File: src/rtl/sdcmd_pkg.sv
package sdcmd_pkg;
  // command word layout (decoded by the command path)
  localparam int CW_W    = 11;
  localparam int CW_RESP = 6;
  localparam int CW_LONG = 7;
  localparam int CW_EN   = 10;
  // sticky status layout
  localparam int ST_W    = 11;
  localparam int ST_CRC  = 0;
  localparam int ST_TMO  = 2;
  localparam int ST_REND = 6;
  localparam int ST_SENT = 7;

  typedef struct packed {
    logic resp;
    logic lng;
    logic app;
    logic nocrc;
  } cmd_flags_t;

  typedef enum logic [2:0] {
    S_IDLE, S_CLEAR, S_ISSUE, S_WAIT, S_SAMPLE
  } seq_state_t;
endpackage

File: src/rtl/sdcmd_wordgen.sv
module sdcmd_wordgen
  import sdcmd_pkg::*;
#(
  parameter int IDX_W = 6
) (
  input  logic [IDX_W-1:0] idx,
  input  logic             resp,
  input  logic             lng,
  input  logic             en,
  output logic [CW_W-1:0]  word
);
  always_comb begin
    word = '0;
    if (en) begin
      word[IDX_W-1:0] = idx;
      word[CW_RESP]   = resp | lng;
      word[CW_LONG]   = lng;
      word[CW_EN]     = 1'b1;
    end
  end
endmodule

File: src/rtl/sdcmd_judge.sv
module sdcmd_judge
  import sdcmd_pkg::*;
(
  input  logic [ST_W-1:0] status,
  input  logic            resp_exp,
  input  logic            lng,
  input  logic            nocrc,
  output logic            pass,
  output logic            cap_hi
);
  logic crc_f, tmo_f;

  always_comb begin
    crc_f  = status[ST_CRC];
    tmo_f  = status[ST_TMO];
    pass   = 1'b0;
    cap_hi = 1'b0;
    if (resp_exp) begin
      if (crc_f || tmo_f) begin
        pass = crc_f && !tmo_f && nocrc;
      end else begin
        pass   = status[ST_REND];
        cap_hi = status[ST_REND] && lng;
      end
    end else begin
      pass = status[ST_SENT];
    end
  end
endmodule

File: src/rtl/sdcmd_try_ctr.sv
module sdcmd_try_ctr #(
  parameter int MAX_TRIES = 6
) (
  input  logic clk,
  input  logic rst_n,
  input  logic clr,
  input  logic inc,
  output logic last
);
  localparam int CNT_W = $clog2(MAX_TRIES + 1);

  logic [CNT_W-1:0] cnt_q, cnt_d;

  always_comb begin
    cnt_d = cnt_q;
    if (clr)      cnt_d = '0;
    else if (inc) cnt_d = cnt_q + 1'b1;
  end

  always_ff @(posedge clk or negedge rst_n) begin
    if (!rst_n)          cnt_q <= '0;
    else if (clr || inc) cnt_q <= cnt_d;
  end

  assign last = (cnt_q == CNT_W'(MAX_TRIES - 1));


  try_range_chk: assert property (@(posedge clk) disable iff (!rst_n)
    cnt_q < CNT_W'(MAX_TRIES));
endmodule

File: src/rtl/sdcmd_issuer.sv
module sdcmd_issuer
  import sdcmd_pkg::*;
#(
  parameter int IDX_W     = 6,
  parameter int ARG_W     = 32,
  parameter int MAX_TRIES = 6,
  parameter int APP_IDX   = 55
) (
  input  logic             clk,
  input  logic             rst_n,
  input  logic             req_valid,
  output logic             req_ready,
  input  logic [IDX_W-1:0] req_index,
  input  logic [ARG_W-1:0] req_arg,
  input  logic             req_resp,
  input  logic             req_long,
  input  logic             req_app,
  input  logic             req_nocrc,
  input  logic [ARG_W-1:0] rca,
  output logic [ST_W-1:0]  cp_clear_bits,
  output logic [ARG_W-1:0] cp_arg,
  output logic [CW_W-1:0]  cp_cmd_word,
  input  logic             cp_active,
  input  logic [ST_W-1:0]  cp_status,
  input  logic [31:0]      cp_rsp0,
  input  logic [31:0]      cp_rsp1,
  input  logic [31:0]      cp_rsp2,
  input  logic [31:0]      cp_rsp3,
  output logic             done,
  output logic             ok,
  output logic [31:0]      rsp0,
  output logic [31:0]      rsp1,
  output logic [31:0]      rsp2,
  output logic [31:0]      rsp3
);
  // reset: asynchronous assert, synchronous release
  logic [1:0] rst_sync_q;
  logic       rst_i;
  always_ff @(posedge clk or negedge rst_n) begin
    if (!rst_n) rst_sync_q <= 2'b00;
    else        rst_sync_q <= {rst_sync_q[0], 1'b1};
  end
  assign rst_i = rst_sync_q[1];

  seq_state_t       st_q, st_d;
  logic             pre_q, pre_d;
  logic [IDX_W-1:0] idx_q;
  logic [ARG_W-1:0] arg_q, rca_q;
  cmd_flags_t       fl_q;
  logic             done_d, ok_d;
  logic [31:0]      r0_d, r1_d, r2_d, r3_d;
  logic             ctr_clr, ctr_inc, ctr_last;

  logic [IDX_W-1:0] cur_idx;
  logic [ARG_W-1:0] cur_arg;
  logic             cur_resp, cur_lng, cur_nocrc, cur_en;
  logic             pass, cap_hi;

  // the command currently in flight: prefix or main
  always_comb begin
    cur_idx   = pre_q ? IDX_W'(APP_IDX) : idx_q;
    cur_arg   = pre_q ? rca_q : arg_q;
    cur_resp  = pre_q ? 1'b1 : (fl_q.resp | fl_q.lng);
    cur_lng   = pre_q ? 1'b0 : fl_q.lng;
    cur_nocrc = pre_q ? 1'b0 : fl_q.nocrc;
    cur_en    = (st_q == S_ISSUE) || (st_q == S_WAIT);
  end

  sdcmd_wordgen #(.IDX_W(IDX_W)) u_wordgen (
    .idx  (cur_idx),
    .resp (cur_resp),
    .lng  (cur_lng),
    .en   (cur_en),
    .word (cp_cmd_word)
  );

  sdcmd_judge u_judge (
    .status   (cp_status),
    .resp_exp (cur_resp),
    .lng      (cur_lng),
    .nocrc    (cur_nocrc),
    .pass     (pass),
    .cap_hi   (cap_hi)
  );

  sdcmd_try_ctr #(.MAX_TRIES(MAX_TRIES)) u_try_ctr (
    .clk   (clk),
    .rst_n (rst_i),
    .clr   (ctr_clr),
    .inc   (ctr_inc),
    .last  (ctr_last)
  );

  assign req_ready     = (st_q == S_IDLE);
  assign cp_clear_bits = (st_q == S_CLEAR) ? {ST_W{1'b1}} : '0;
  assign cp_arg        = cur_arg;

  // next-state logic
  always_comb begin
    st_d    = st_q;
    pre_d   = pre_q;
    done_d  = 1'b0;
    ok_d    = ok;
    r0_d    = rsp0;
    r1_d    = rsp1;
    r2_d    = rsp2;
    r3_d    = rsp3;
    ctr_clr = 1'b0;
    ctr_inc = 1'b0;
    unique case (st_q)
      S_IDLE: begin
        if (req_valid) begin
          pre_d   = req_app;
          ctr_clr = 1'b1;
          st_d    = S_CLEAR;
        end
      end
      S_CLEAR: st_d = S_ISSUE;
      S_ISSUE: st_d = S_WAIT;
      S_WAIT:  if (!cp_active) st_d = S_SAMPLE;
      S_SAMPLE: begin
        if (pre_q) begin
          if (pass) begin
            pre_d = 1'b0;
            st_d  = S_CLEAR;
          end else begin
            done_d = 1'b1;
            ok_d   = 1'b0;
            st_d   = S_IDLE;
          end
        end else begin
          if (cur_resp) r0_d = cp_rsp0;
          if (cap_hi) begin
            r1_d = cp_rsp1;
            r2_d = cp_rsp2;
            r3_d = cp_rsp3;
          end
          if (pass || ctr_last) begin
            done_d = 1'b1;
            ok_d   = pass;
            st_d   = S_IDLE;
          end else begin
            ctr_inc = 1'b1;
            pre_d   = fl_q.app;
            st_d    = S_CLEAR;
          end
        end
      end
      default: st_d = S_IDLE;
    endcase
  end

  // registers
  always_ff @(posedge clk or negedge rst_i) begin
    if (!rst_i) begin
      st_q  <= S_IDLE;
      pre_q <= 1'b0;
      done  <= 1'b0;
      ok    <= 1'b0;
      rsp0  <= '0;
      rsp1  <= '0;
      rsp2  <= '0;
      rsp3  <= '0;
    end else begin
      st_q  <= st_d;
      pre_q <= pre_d;
      done  <= done_d;
      ok    <= ok_d;
      rsp0  <= r0_d;
      rsp1  <= r1_d;
      rsp2  <= r2_d;
      rsp3  <= r3_d;
    end
  end

  always_ff @(posedge clk or negedge rst_i) begin
    if (!rst_i) begin
      idx_q <= '0;
      arg_q <= '0;
      rca_q <= '0;
      fl_q  <= '0;
    end else if (req_ready && req_valid) begin
      idx_q <= req_index;
      arg_q <= req_arg;
      rca_q <= rca;
      fl_q  <= '{resp: req_resp, lng: req_long, app: req_app, nocrc: req_nocrc};
    end
  end


  done_pulse_chk: assert property (@(posedge clk) disable iff (!rst_i)
    done |=> !done);


  clear_first_chk: assert property (@(posedge clk) disable iff (!rst_i)
    $rose(cp_cmd_word[CW_EN]) |-> ($past(cp_clear_bits) == {ST_W{1'b1}}));


  en_hold_chk: assert property (@(posedge clk) disable iff (!rst_i)
    (cp_cmd_word[CW_EN] && cp_active) |=> cp_cmd_word[CW_EN]);


  prefix_fail_chk: assert property (@(posedge clk) disable iff (!rst_i)
    (st_q == S_SAMPLE && pre_q && !pass) |=> (done && !ok));


  busy_no_ready_chk: assert property (@(posedge clk) disable iff (!rst_i)
    cp_cmd_word[CW_EN] |-> !req_ready);
endmodule

File: config.mk
export PLATFORM = sky130hd
export DESIGN_NAME = sdcmd_issuer
export DESIGN_NICKNAME = d
export VERILOG_FILES = /design/src/rtl/sdcmd_pkg.sv /design/src/rtl/sdcmd_wordgen.sv /design/src/rtl/sdcmd_judge.sv /design/src/rtl/sdcmd_try_ctr.sv /design/src/rtl/sdcmd_issuer.sv
export SDC_FILE = /design/constraint.sdc
export NUM_CORES = 1
export LEC_CHECK = 0
export ABC_AREA = 0
export BUFFER_PORTS_ARGS = -buffer_cell sky130_fd_sc_hd__buf_4
export CELL_PAD_IN_SITES_DETAIL_PLACEMENT = 0
export CELL_PAD_IN_SITES_GLOBAL_PLACEMENT = 1
export CORE_MARGIN = 10
export CORE_UTILIZATION = 25
export DETAILED_ROUTE_END_ITERATION = 10
export PLACE_DENSITY_LB_ADDON = 0.1
export SETUP_SLACK_MARGIN = 0.4
export SYNTH_ARGS = -nofsm -noshare
export SYNTH_HDL_FRONTEND = slang
export SYNTH_HIERARCHICAL = 1
export SYNTH_SLANG_ARGS = --single-unit
File: constraint.sdc
create_clock -name clk -period 8.6 [get_ports clk]
set_input_delay 0.43 -clock clk [delete_from_list [all_inputs] [get_ports clk]]
set_output_delay 0.43 -clock clk [all_outputs]
set_load 0.01 [all_outputs]
# After elaboration in Yosys (flattened, before gate mapping)
# Index checks and enable logic that the tools add are counted.
[totals]
register_bits = 213
inputBits = 217
out_inout_bits = 185
word_cells = 84
[classes]
n_addsub = 1
n_eq_ne = 8
n_mux = 36
bitwise_logic = 3
n_reduce_logical = 19
[op_table]
columns = ["op", "n"]
rows = [
  ["$mux W32", 1],
  ["$mux W1", 25],
  ["$mux W3", 5],
  ["$pmux W3 S5", 1],
  ["$mux W11", 1],
  ["$reduce_and A3 Y1", 3],
  ["$mux W8", 1],
  ["$eq A3 B2 Y1 const B", 2],
  ["$eq A3 B3 Y1 const B", 2],
  ["$mux W6", 1],
  ["$ne A2 B2 Y1 const B", 3],
  ["$reduce_and A2 Y1", 3],
  ["$reduce_bool A2 Y1", 3],
  ["$logic_and A1 B1 Y1", 4],
  ["$logic_or A1 B1 Y1", 4],
  ["$add A3 B1 Y3 const B", 1],
  ["$eq A3 B1 Y1 const B", 1],
  ["$logic_not A3 Y1", 1],
  ["$or A1 B1 Y1", 2],
  ["$pmux W1 S2", 1],
  ["$logic_not A1 Y1", 1],
  ["$not A1 Y1", 1],
]

# Depth between registers and ports, before layout
# Gate-level depths: netlist (run 1).
[depth]
word_depth = 11
depth_mapped = 9
mapped_depth_nobuf = 7

# Cells and area by module
# Netlist (run 1), hierarchy kept.
[modules_own_cells]
columns = ["mod", "n_inst", "cells_each", "area_per_inst_um2", "seq_area_each_um2"]
rows = [
  ["sdcmd_issuer", 1, 527, 8598.2, 5255.0],
  ["sdcmd_try_ctr", 1, 14, 156.4, 75.1],
  ["sdcmd_wordgen", 1, 12, 77.6, 0.0],
  ["sdcmd_judge", 1, 6, 38.8, 0.0],
]

# Worst setup path after synthesis (run 1)
# Ideal clock, no wire load.
[synth_timing]
path_kind = "reg2reg"
start = "register pre_q"
end = "register u_try_ctr.cnt_q[1]"
setup_ps = 94
arrival_time_ps = 1988
required_time_ps = 8506
slack_ps = 6518
path_stages_with_launch = 10
path_buffers = 2
synth_period_minus_slack_ps = 2082
cell_sequence = "dfrtp_1 clkbuf_1 clkbuf_1 nor2b_1 mux2i_1 o22ai_1 nor3_1 nor2b_1 nor2_1 a211oi_1"
[synth_between]
elab_chain_cells = 10
word_cells_on_any_way = 12
classes_between = "mux (7); reduce/logical (5)"
[synth_rtl]
columns = ["element", "line_no", "rtl"]
rows = [
  ["start: declaration", "sdcmd_issuer.sv:46", "logic pre_q, pre_d;"],
  ["start signal: assignment", "sdcmd_issuer.sv:166", "pre_q <= pre_d;"],
  ["$mux W1 (*)", "sdcmd_issuer.sv:65", "cur_nocrc = pre_q ? 1'b0 : fl_q.nocrc;"],
  ["via cur_nocrc", "sdcmd_issuer.sv:56", "logic cur_resp, cur_lng, cur_nocrc, cur_en;"],
  ["$logic_and A1 B1 Y1 (*)", "sdcmd_judge.sv:20", "pass = crc_f && !tmo_f && nocrc;"],
  ["$mux W1 (*)", "sdcmd_judge.sv:19", "if (crc_f || tmo_f) begin"],
  ["$mux W1 (*)", "sdcmd_judge.sv:18", "if (resp_exp) begin"],
  ["via pass", "sdcmd_issuer.sv:57", "logic pass, cap_hi;"],
  ["$logic_or A1 B1 Y1 (*)", "sdcmd_issuer.sv:138", "if (pass || ctr_last) begin"],
  ["$mux W1 (*)", "sdcmd_issuer.sv:138", ""],
  ["$mux W1 (*)", "sdcmd_issuer.sv:122", "if (pre_q) begin"],
  ["$mux W1 (*)", "sdcmd_issuer.sv:110", "unique case (st_q)"],
  ["via ctr_inc", "sdcmd_issuer.sv:52", "logic ctr_clr, ctr_inc, ctr_last;"],
  ["$reduce_bool A2 Y1 (no source line) or $logic_or A1 B1 Y1 (tied branches)", "--", ""],
  ["$reduce_and A2 Y1 (no source line) (*)", "--", ""],
  ["end signal: assignment", "sdcmd_try_ctr.sv:22", "else if (clr || inc) cnt_q <= cnt_d;"],
  ["end: declaration", "sdcmd_try_ctr.sv:12", "logic [CNT_W-1:0] cnt_q, cnt_d;"],
]
# Mark *: on every way through the listed nets, which the timed path passes. The rest lies on a longest branch.
# A chain may end at the register's enable or synchronous reset.

# Worst setup path in the final report (run 1)
[layout_timing]
start = "register pre_q"
end = "register rsp2[31]"
[layout_between]
word_cells_on_any_way = 7
classes_between = "mux (4); bitwise (1); reduce/logical (2)"
[layout_rtl]
columns = ["element", "line_no", "rtl"]
rows = [
  ["$mux W1", "sdcmd_issuer.sv:63", "cur_resp = pre_q ? 1'b1 : (fl_q.resp | fl_q.lng);"],
  ["via cur_resp", "sdcmd_issuer.sv:56", ""],
  ["$mux W1", "sdcmd_judge.sv:18", ""],
  ["via cap_hi", "sdcmd_issuer.sv:57", ""],
  ["$reduce_and A3 Y1 (no source line)", "--", ""],
  ["end signal: assignment", "sdcmd_issuer.sv:171", "rsp2 <= r2_d;"],
  ["end: declaration", "sdcmd_issuer.sv:33", "output logic [31:0] rsp2,"],
]
# The timed path passes the listed nets, and every way through them passes these cells.

==> out/results.txt, run 1 <==
Yosys reg bits: 213
Worst Path Max Fanout: 73
Tmin final: 3100 ps
Post-Synthesis Cells: 559
GRT Util Overall: 12.9%
Synth Area in Simple Gates: 3.31%
CP arrival: 3510 ps
DP Cell Count: 1375
FF/Latch Area: 5340 um^2
switching fraction of total power: 29.1%
Seq/Total Area, Yosys: 60.1%
DP Worst Slack: 5410 ps
hold_ws: 59.4 ps
Final Cycle Share: 36.0%
Hold Path Class: primary input to flop
clock sink count: 213
Die Width: 208 um
DRT iter0 DRCs: 220
Core Util, Final: 37.7%
worst skew pair latency: 530 ps
top-area cell type share of the netlist area: 60.1%
nets: 1170
endpoint type of the worst setup path: flop
startpoint types: flop
Peak VDD IR: 177 uV
Power Total: 4.09 mW
core area: 34800 um^2
num ports: 402
Clock Power Share: 29.3%
Max Buffers Root-to-Sink: 3
status: finished, final reports clean
layout cells sized above 1: 70.2%
setup tns final: 0 ps
worst reg2reg path depth: 7
Rel. slew slack: 34.2%
Adder-Cell Fraction of Synth Area: 0.282%
critical path type: flop to flop
reg2reg setup slack: 5500 ps
H-tree lvl count: 1
worst hold endpoint: st_q[2]
global-route wire length before repair: 43800 um
xor/xnor share of the synthesized area: 0.0987%
post-synth cell types: 41
FMAX: 323 MHz
post-synthesis mux area share: 31.1%
Post-route DRC: 0
DR vias/cell: 4.14
DRT Wirelength: 29200 um
vias in the first global route: 6620
CTS clk-pin slew, worst paths: 60 ps
Layout area overhead: 47.8%
RR Endpoint: rsp2[31]
I/O Buffers: 392
GR Overflow Total: 0
P per Cell Area: 312 nW/um^2
Setup WS post-layout: 5500 ps
largest family of logic cells by synthesized area: multiplexers
hold path depth: 2
# setup viols final: 0
Root Driver: clkbuf_16
RR Startpoint: pre_q
HP Start: cp_active
FP Rows: 68
antenna violations before repair: 3
Syn Area/Cell: 15.9 um^2
Resize count post-CTS: 0
area leader, netlist: dfrtp_1
Finished Cell Area: 13100 um^2
Final Hold Fails: 0
clock skew: 6.79 ps
Die Span Y: 208 um
warnings from Yosys: 6
FILL cells: 3443
Worst Max-Slew Pin Slew: 987 ps
Compound-Gate Fraction of Synth Area: 1.17%
die area: 43400 um^2
top post-synthesis cells by area: dfrtp_1 (60%), mux2_2 (23%), mux2_4 (6.8%)
placed inst area: 12100 um^2
Int Pwr: 2.90 mW
Antenna Nets Post-Route: 0
WL per Instance: 20.5 um
Mapped Area: 8870 um^2
sequential power share: 35.9%
Vias: 5908
First-pass DRT Iterations: 4
NetSw: 1.19 mW
total CTS buffers: 28
Post-Layout Cell Count: 1428
largest net degree at the start of global routing: 74
clock tree from TritonCTS: built
Max Slew Vio Count: 0
max_cap viols: 0
initial core utilization: 25.5%
combinational power share: 34.8%
Post-DP HPWL: 21600 um
Multi-input gate area: 3210 um^2
unrepaired setup endpoints after global routing: false
WP data required: 9020 ps
Leak: 6.73 nW
Placer Congestion: 0.711
[layer usage]
layer	global-route usage [%]	vias to the layer above	wire length (um)
met4	2.49	4	468
met3	6.34	33	3060
met1	14.4	2910	11400
met5	0	-	27
met2	21.7	232	14300
li1	-	2729	-
[worst max-delay path by stage]
stage / from / to / slack, ps / cells after the start
2_1_floorplan: rst_sync_q[1] / arg_q[0] / 2220 / 0
3_3_place_gp: pre_q / rsp2[21] / 5410 / 7
3_5_place_dp: pre_q / rsp2[27] / 5410 / 7
4_1_cts: pre_q / rsp2[20] / 5400 / 7
5_1_grt: pre_q / rsp2[20] / 5240 / 7
6_report: pre_q / rsp2[31] / 5500 / 7
[registers in the layout, summed over array words and instances (netlist names), 2 cells and up]
signal	count
fl_q	4
idx_q	6
rst_sync_q	2
arg_q	32
st_q	3
rsp3	32
rsp1	32
rca_q	32
rsp2	32
rsp0	32
u_try_ctr/cnt_q	3
[synth_stat cells, drive strengths merged]
library cell    n
xnor2           1
nand3b          1
dfrtp         213
nand4b          1
a31oi           1
ha              2
clkbuf          2
a21oi           2
or3             2
or3b            1
buf            38
a21bo           1
o221ai          1
o21bai          1
or2             5
clkinv          1
nor2b           7
nor4b           1
nand2          11
nand2b          1
a2bb2oi         1
nor3            3
mux2i           1
o22ai           2
o21a            2
and2            8
conb            2
mux2          231
or4b            1
o21ai           2
nor2            6
a211oi          2
nor4            1
inv             4
[critical path, cell delays in order (launching register included)]
cell,delay [ps]
dfrtp_2,380
buf_4,300
or3_1,500
nand4b_1,130
nor2_1,70
nand2_4,280
buf_4,830
mux2_2,420
[logic make-up after synthesis]
group / count (synthesis)
buf+inv: 45
compound gates: 15
other cells: 2
mux: 232
fa+ha+maj: 2
xor+xnor: 1
flops: 213
simple gates: 49
[timing repair]
item	in CTS	in global routing
buffers inserted	0	0
hold endpoints to repair	2	0
hold buffers	1	0
[power groups by stage]
stage               Clock, mW  Sequential [mW]  Combinational, mW
floorplan                   0             1.51              0.789
global route             1.29             1.51               1.56
CTS                      1.25             1.47               1.47
finish                   1.20             1.47               1.42
global placement            0             1.48               1.47
detailed placement          0             1.48               1.47
[layout by cell type, fill, tap and decap left out, drive strengths merged, types with 2 or more instances in the layout]
cell type,Yosys,layout
a211oi,2,2
a21oi,2,2
and2,8,8
buf,38,400
bufinv,0,2
clkbuf,2,45
clkinv,1,4
conb,2,3
dfrtp,213,213
ha,2,2
inv,4,4
mux2,231,231
nand2,11,11
nor2,6,6
nor2b,7,7
nor3,3,3
o21a,2,2
o21ai,2,2
o22ai,2,2
or2,5,5
or3,2,2
[layout make-up]
cell class,instances,share of cell area (%)
clock buffers,45,6.68
well taps,455,4.34
repair buffers,401,23.0
multi-input cells,302,24.5
diodes,1,0.0191
clock inverters,6,0.658
inverters,5,0.153
flip-flops and latches,213,40.7
Power figures use the tool's default switching activity.
==> run 2, diff against run 1 <==
==> constraint.sdc (replaced) <==
create_clock -name clk -period 2.8 [get_ports clk]
set_input_delay 0.14 -clock clk [delete_from_list [all_inputs] [get_ports clk]]
set_output_delay 0.14 -clock clk [all_outputs]
set_load 0.01 [all_outputs]
==> run 2 against run 1 <==
Effect of this change: critical path depth is 3 lower; critical endpoint is now rca_q[2]; via count is 14% higher; combinational power grew to 3.3 times the previous value; clock power grew to 2.9 times the previous value; register-to-register slack worse by 4900 ps; fmax is 43% higher; power grew to 3.1 times the previous value.
==> out/results.txt, run 2 (synthesis gave the netlist of run 1 again) <==
status: finished, final reports clean
Max Slew Vio Count: 0 (unchanged)
clock tree from TritonCTS: built
most frequent cells in the layout: buf_4 (401), dfrtp_1 (211), dlygate4sd3_1 (206)
Worst Path Max Fanout: 36 (-51%)
initial core utilization: 25.5% (unchanged)
Post-DP HPWL: 22700 um (+5.2%)
Tmin final: 2170 ps (-933 ps)
critical path type: flop to flop
clock skew: 8.61 ps (+1.82 ps)
DRT Wirelength: 30800 um (+5.4%)
combinational power share: 37.2% (+2.4 points)
Layout area overhead: 71.7%
Die Span Y: 208 um (unchanged)
GR Overflow Total: 0 (unchanged)
worst reg2reg path depth: 4 (-3)
Placer Congestion: 0.736 (+3.5%)
total CTS buffers: 26 (-7.1%)
num ports: 402 (unchanged)
Antenna Nets Post-Route: 0 (unchanged)
Die Width: 208 um (unchanged)
GRT Util Overall: 13.6% (+0.75 points)
# setup viols final: 0 (unchanged)
I/O Buffers: 392 (unchanged)
DRT iter0 DRCs: 200 (-9.1%)
First-pass DRT Iterations: 4 (unchanged)
Finished Cell Area: 15200 um^2 (+16%)
DP Worst Slack: 625 ps (-4790 ps)
CP Cell Sequence: or4b_4 > clkinv_2 > buf_12 > mux2_2
hold path depth: 5 (+3)
Leak: 7.62 nW (+13%)
RR Endpoint: rca_q[2]
commonest non-fill, non-tap cell in the layout: buf_4
P per Cell Area: 830 nW/um^2 (+170%)
worst hold endpoint: ok
largest net degree at the start of global routing: 71 (-4.1%)
WL per Instance: 18.8 um (-8.2%)
Core Util, Final: 43.8% (+6.1 points)
core area: 34800 um^2 (unchanged)
die area: 43400 um^2 (unchanged)
Peak VDD IR: 490 uV (+180%)
reg2reg setup slack: 630 ps (-4870 ps)
DR vias/cell: 4.09 (-1.1%)
RR Startpoint: st_q[0]
hold_ws: 111 ps (+52.1 ps)
crit-path max cell delay: 600 ps (-230 ps)
clock sink count: 213 (unchanged)
H-tree lvl count: 1 (unchanged)
vias in the first global route: 7581 (+15%)
Post-CTS Setup Inserts: 0 (unchanged)
global-route wire length before repair: 47300 um (+8.1%)
worst skew pair latency: 530 ps (about the same)
setup tns final: 0 ps (unchanged)
Root Driver: clkbuf_16
Vias: 6713 (+14%)
CTS clk-pin slew, worst paths: 60 ps (about the same)
FF/Latch Area: 5340 um^2 (unchanged)
FP Rows: 68 (unchanged)
WP data required: 3220 ps (-5800 ps)
Setup WS post-layout: 635 ps (-4870 ps)
FILL cells: 3243 (-5.8%)
Final Hold Fails: 0 (unchanged)
DP Cell Count: 1383 (+0.58%)
max_cap viols: 0 (unchanged)
Int Pwr: 8.93 mW (+210%)
startpoint types: flop
endpoint type of the worst setup path: flop
Crit-path slowest cell: or4b_4
placed inst area: 12300 um^2 (+1.2%)
HP Start: cp_status[2]
FMAX: 462 MHz (+43%)
Max Buffers Root-to-Sink: 3 (unchanged)
Hold Path Class: primary input to flop
NetSw: 3.71 mW (+210%)
sequential power share: 35.6% (-0.3 points)
Post-Layout Cell Count: 1640 (+15%)
CP arrival: 2580 ps (-930 ps)
layout cells sized above 1: 58.1% (-12 points)
Final Cycle Share: 77.3% (+41 points)
Clock Power Share: 27.2% (-2.1 points)
Post-route DRC: 0 (unchanged)
nets: 1381 (+18%)
Power Total: 12.6 mW (+210%)
switching fraction of total power: 29.3% (+0.24 points)
unrepaired setup endpoints after global routing: false
antenna violations before repair: 3 (unchanged)
Multi-input gate area: 3210 um^2 (about the same)
-- run 2: how the worst max path moves through the flow --
stage                         end  slack (ps)     startpoint
3_3_place_gp             rca_q[2]         620        st_q[0]
4_1_cts            cp_cmd_word[7]         470        st_q[1]
5_1_grt        u_try_ctr/cnt_q[2]         490          pre_q
2_1_floorplan            arg_q[0]         640  rst_sync_q[1]
3_5_place_dp             rca_q[1]         620        st_q[0]
6_report                 rca_q[2]         630        st_q[0]
-- run 2: area by class of cell --
class | instances | share of cell area (%)
diodes | 4 | 0.0657
clock buffers | 41 | 5.18
clock inverters | 6 | 0.526
inverters | 5 | 0.131
multi-input cells | 302 | 21.1
flip-flops and latches | 213 | 35.0
well taps | 455 | 3.74
repair buffers | 614 | 34.2
-- run 2: worst max-delay path, delay by kind of cell, from the launching register on --
family / cells / cell delay (ps)
buffers and inverters: 2 / 560
DFF: 1 / 470
muxes: 1 / 370
and+or+nand+nor: 1 / 600
-- run 2: repair_timing --
| action | in CTS | in global routing |
|---|---|---|
| hold buffers | 206 | 0 |
| endpoints found under the hold margin | 208 | 0 |
| setup endpoints to repair | 0 | 8 |
| resized for setup | 0 | 1 |
-- run 2: power by group through the flow --
stage	combinational, mW	clock (mW)	sequential (mW)
global route	5.10	3.70	4.62
CTS	4.84	3.59	4.50
finish	4.71	3.44	4.49
global placement	4.57	0	4.53
detailed placement	4.58	0	4.53
floorplan	2.42	0	4.63
-- run 2: routing by layer --
layer | track usage [%] | share of wire (%)
met1 | 16.6 | 42
met2 | 22.8 | 49
met3 | 4.22 | 7.1
met4 | 3.44 | 2.2
met5 | 0 | 0
==> run 3, diff against run 2 <==
--- a/config.mk
+++ b/config.mk
@@ -5,7 +5,7 @@
 export SDC_FILE = /design/constraint.sdc
 export NUM_CORES = 1
 export LEC_CHECK = 0
-export ABC_AREA = 0
+export ABC_AREA = 1
 export BUFFER_PORTS_ARGS = -buffer_cell sky130_fd_sc_hd__buf_4
 export CELL_PAD_IN_SITES_DETAIL_PLACEMENT = 0
 export CELL_PAD_IN_SITES_GLOBAL_PLACEMENT = 1
==> constraint.sdc (replaced) <==
create_clock -name clk -period 1.8 [get_ports clk]
set_input_delay 0.09 -clock clk [delete_from_list [all_inputs] [get_ports clk]]
set_output_delay 0.09 -clock clk [all_outputs]
set_load 0.01 [all_outputs]
==> run 3 against run 2 <==
Effect of this change: critical path depth grew 1; clock skew shrank 3.6 ps; routed wire length grew 25%; die area grew 1.7%; worst setup slack lost 580 ps; largest cell class is now buffers; combinational power grew 120%; register-to-register slack lost 540 ps.
==> out/results.txt, run 3 <==
Final Hold Fails: 0 (unchanged)
DRT Wirelength: 38600 um (+25%)
First-pass DRT Iterations: 4 (unchanged)
Int Pwr: 14.6 mW (+64%)
H-tree lvl count: 1 (unchanged)
GR Overflow Total: 0 (unchanged)
Max Slew Vio Count: 0 (unchanged)
num ports: 402 (unchanged)
worst reg2reg path depth: 11 (+7)
max_cap viols: 0 (unchanged)
status: finished, final reports clean
commonest non-fill, non-tap cell in the layout: nand2_1
WL per Instance: 17.5 um (-6.7%)
combinational power share: 44.8% (+7.6 points)
clock skew: 5.05 ps (-3.56 ps)
HP Start: cp_status[0]
Yosys reg bits: 213 (unchanged)
P per Cell Area: 1340 nW/um^2 (+61%)
I/O Buffers: 392 (unchanged)
Leak: 9.11 nW (+20%)
worst hold endpoint: ok
Seq/Total Area, Yosys: 59.0% (-1.1 points)
FP Rows: 69 (+1.5%)
Tmin final: 1740 ps
FFs w/ async S/R, synth: 100% (unchanged)
DRT iter0 DRCs: 398 (+99%)
switching fraction of total power: 36.0% (+6.7 points)
Setup WS post-layout: 58.9 ps (-576 ps)
clock sink count: 213 (unchanged)
WP data required: 1710 ps (-1510 ps)
layout cells sized above 1: 39.7% (-18 points)
warnings from Yosys: 6 (unchanged)
total CTS buffers: 26 (unchanged)
Post-route DRC: 0 (unchanged)
CTS clk-pin slew, worst paths: 60 ps (about the same)
top post-synthesis cells by area: dfrtp_1 (59%), nand2_1 (21%), o21ai_1 (5.4%)
largest net degree at the start of global routing: 73 (+2.8%)
worst skew pair latency: 530 ps (about the same)
CP arrival: 1650 ps (-930 ps)
Die Width: 210 um (+0.84%)
Clock Power Share: 23.6% (-3.6 points)
DR vias/cell: 4.21 (+2.9%)
core area: 35700 um^2 (+2.5%)
Vias: 9270 (+38%)
antenna violations before repair: 2 (-1)
top cells by count, synth: nand2_1 (506), dfrtp_1 (213), inv_1 (121)
reg2reg setup slack: 90 ps (-540 ps)
initial core utilization: 25.3% (-0.15 points)
vias in the first global route: 9618 (+27%)
post-synth cell types: 26 (-37%)
Peak VDD IR: 677 uV (+38%)
Final Cycle Share: 96.7%
Mapped Area: 9040 um^2 (+1.9%)
top-area cell type share of the netlist area: 59.0% (-1.1 points)
die area: 44200 um^2 (+1.7%)
number of synthesized flops with an enable pin: 0 (unchanged)
GRT Util Overall: 15.8% (+2.2 points)
RR Startpoint: pre_q
Antenna Nets Post-Route: 0 (unchanged)
critical path type: flop to output pin
Post-Synthesis Cells: 1086 (+94%)
endpoint type of the worst setup path: output pin
unrepaired setup endpoints after global routing: true
Syn Area/Cell: 8.32 um^2 (-48%)
RR Endpoint: rsp1[23]
FMAX: 574 MHz
Main synth FF type: dfrtp_1
clock tree from TritonCTS: built
Max Buffers Root-to-Sink: 3 (unchanged)
Core Util, Final: 48.0% (+4.2 points)
hold path depth: 7 (+2)
Layout area overhead: 89.3%
Root Driver: clkbuf_16
most frequent cells in the layout: nand2_1 (391), buf_4 (375), dfrtp_1 (208), dlygate4sd3_1 (208), inv_1 (114)
global-route wire length before repair: 56000 um (+18%)
Placer Congestion: 0.734 (-0.35%)
Die Span Y: 210 um (+0.84%)
most numerous cell in the Yosys netlist: nand2_1
nets: 1939 (+40%)
Worst Path Max Fanout: 12 (-67%)
DP Worst Slack: 69.4 ps (-555 ps)
NetSw: 8.23 mW (+120%)
Post-DP HPWL: 24500 um (+7.7%)
startpoint types: flop
area leader, netlist: dfrtp_1
sequential power share: 31.5% (-4.1 points)
# setup viols final: 0 (unchanged)
Hold Path Class: primary input to flop
==> run 3: what timing repair did <==
action                                  in CTS  in global routing
setup buffers                               17                 10
hold endpoints to repair                   208                  0
endpoints found under the setup margin     217                262
cloned                                       6                 18
resized for setup                           77                223
pin swaps                                   21                 27
hold buffers                               208                  0
==> run 3: layer usage <==
| metal | GRT usage (%) | wire length, um |
|---|---|---|
| met1 | 19.6 | 16400 |
| met2 | 26.7 | 18800 |
| met3 | 4.35 | 2590 |
| met4 | 3.90 | 796 |
| met5 | 0 | 0 |
==> run 3: power by group through the flow <==
stage	sequential (mW)	clock (mW)	combinational (mW)
after CTS	7.05	5.63	9.15
after detailed placement	7.07	0	7.61
after global placement	7.03	0	7.63
final	7.21	5.41	10.3
after floorplan	7.23	0	3.77
after global routing	7.41	5.82	11.3
==> run 3: logic make-up (layout without fill, tap and decap cells) <==
| group | count (synthesis) | after routing | synth area share [%] |
|---|---|---|---|
| compound gates | 103 | 103 | 5.77 |
| flops | 213 | 213 | 59.0 |
| other cells | 2 | 5 | 0.0831 |
| simple gates | 573 | 574 | 25.0 |
| fa+ha+maj | 2 | 2 | 0.277 |
| buf+inv | 193 | 842 | 9.93 |
==> run 3: worst max path at each step <==
stage / start / to / slack [ps] / cells past startpoint
after CTS: pre_q / cp_cmd_word[2] / 30 / 5
after detailed placement: pre_q / rsp1[13] / 70 / 10
after global routing: pre_q / rsp1[23] / -20 / 11
after global placement: pre_q / rsp1[26] / 100 / 10
final: pre_q / cp_arg[15] / 60 / 5
after floorplan: rst_sync_q[1] / arg_q[0] / -360 / 0
==> run 3: critical path, cell delays in order, from the launching register on <==
cell and delay, ps:
dfrtp_2 490, buf_4 170, buf_12 140, nand2_1 60
nand2_1 90, buf_4 160
==> run 3: final cells by class <==
| class | instances | area [um^2] |
|---|---|---|
| Antenna cell | 2 | 5.00 |
| Clock buffer | 37 | 753 |
| Clock inverter | 8 | 115 |
| Fill cell | 3465 | 18500 |
| Inverter | 126 | 498 |
| Multi-Input combinational cell | 682 | 3550 |
| Sequential cell | 213 | 5340 |
| Tap cell | 461 | 577 |
| Timing Repair Buffer | 670 | 6270 |
| Timing Repair inverter | 1 | 7.51 |
==> run 3: per-stage QoR <==
stage	power (mW)	hold slack [ps]	TNS, ps	area (um^2)	std cells
after CTS	21.8	35.5	0	15900	2170
after floorplan	11.0	-206	-76780	9130	1087
after global routing	24.5	80.7	-195	17100	2199
after detailed placement	14.7	-124	0	12400	1894
after global placement	14.7	-125	0	12400	1894
final	22.9	72.7	0	17100	2200
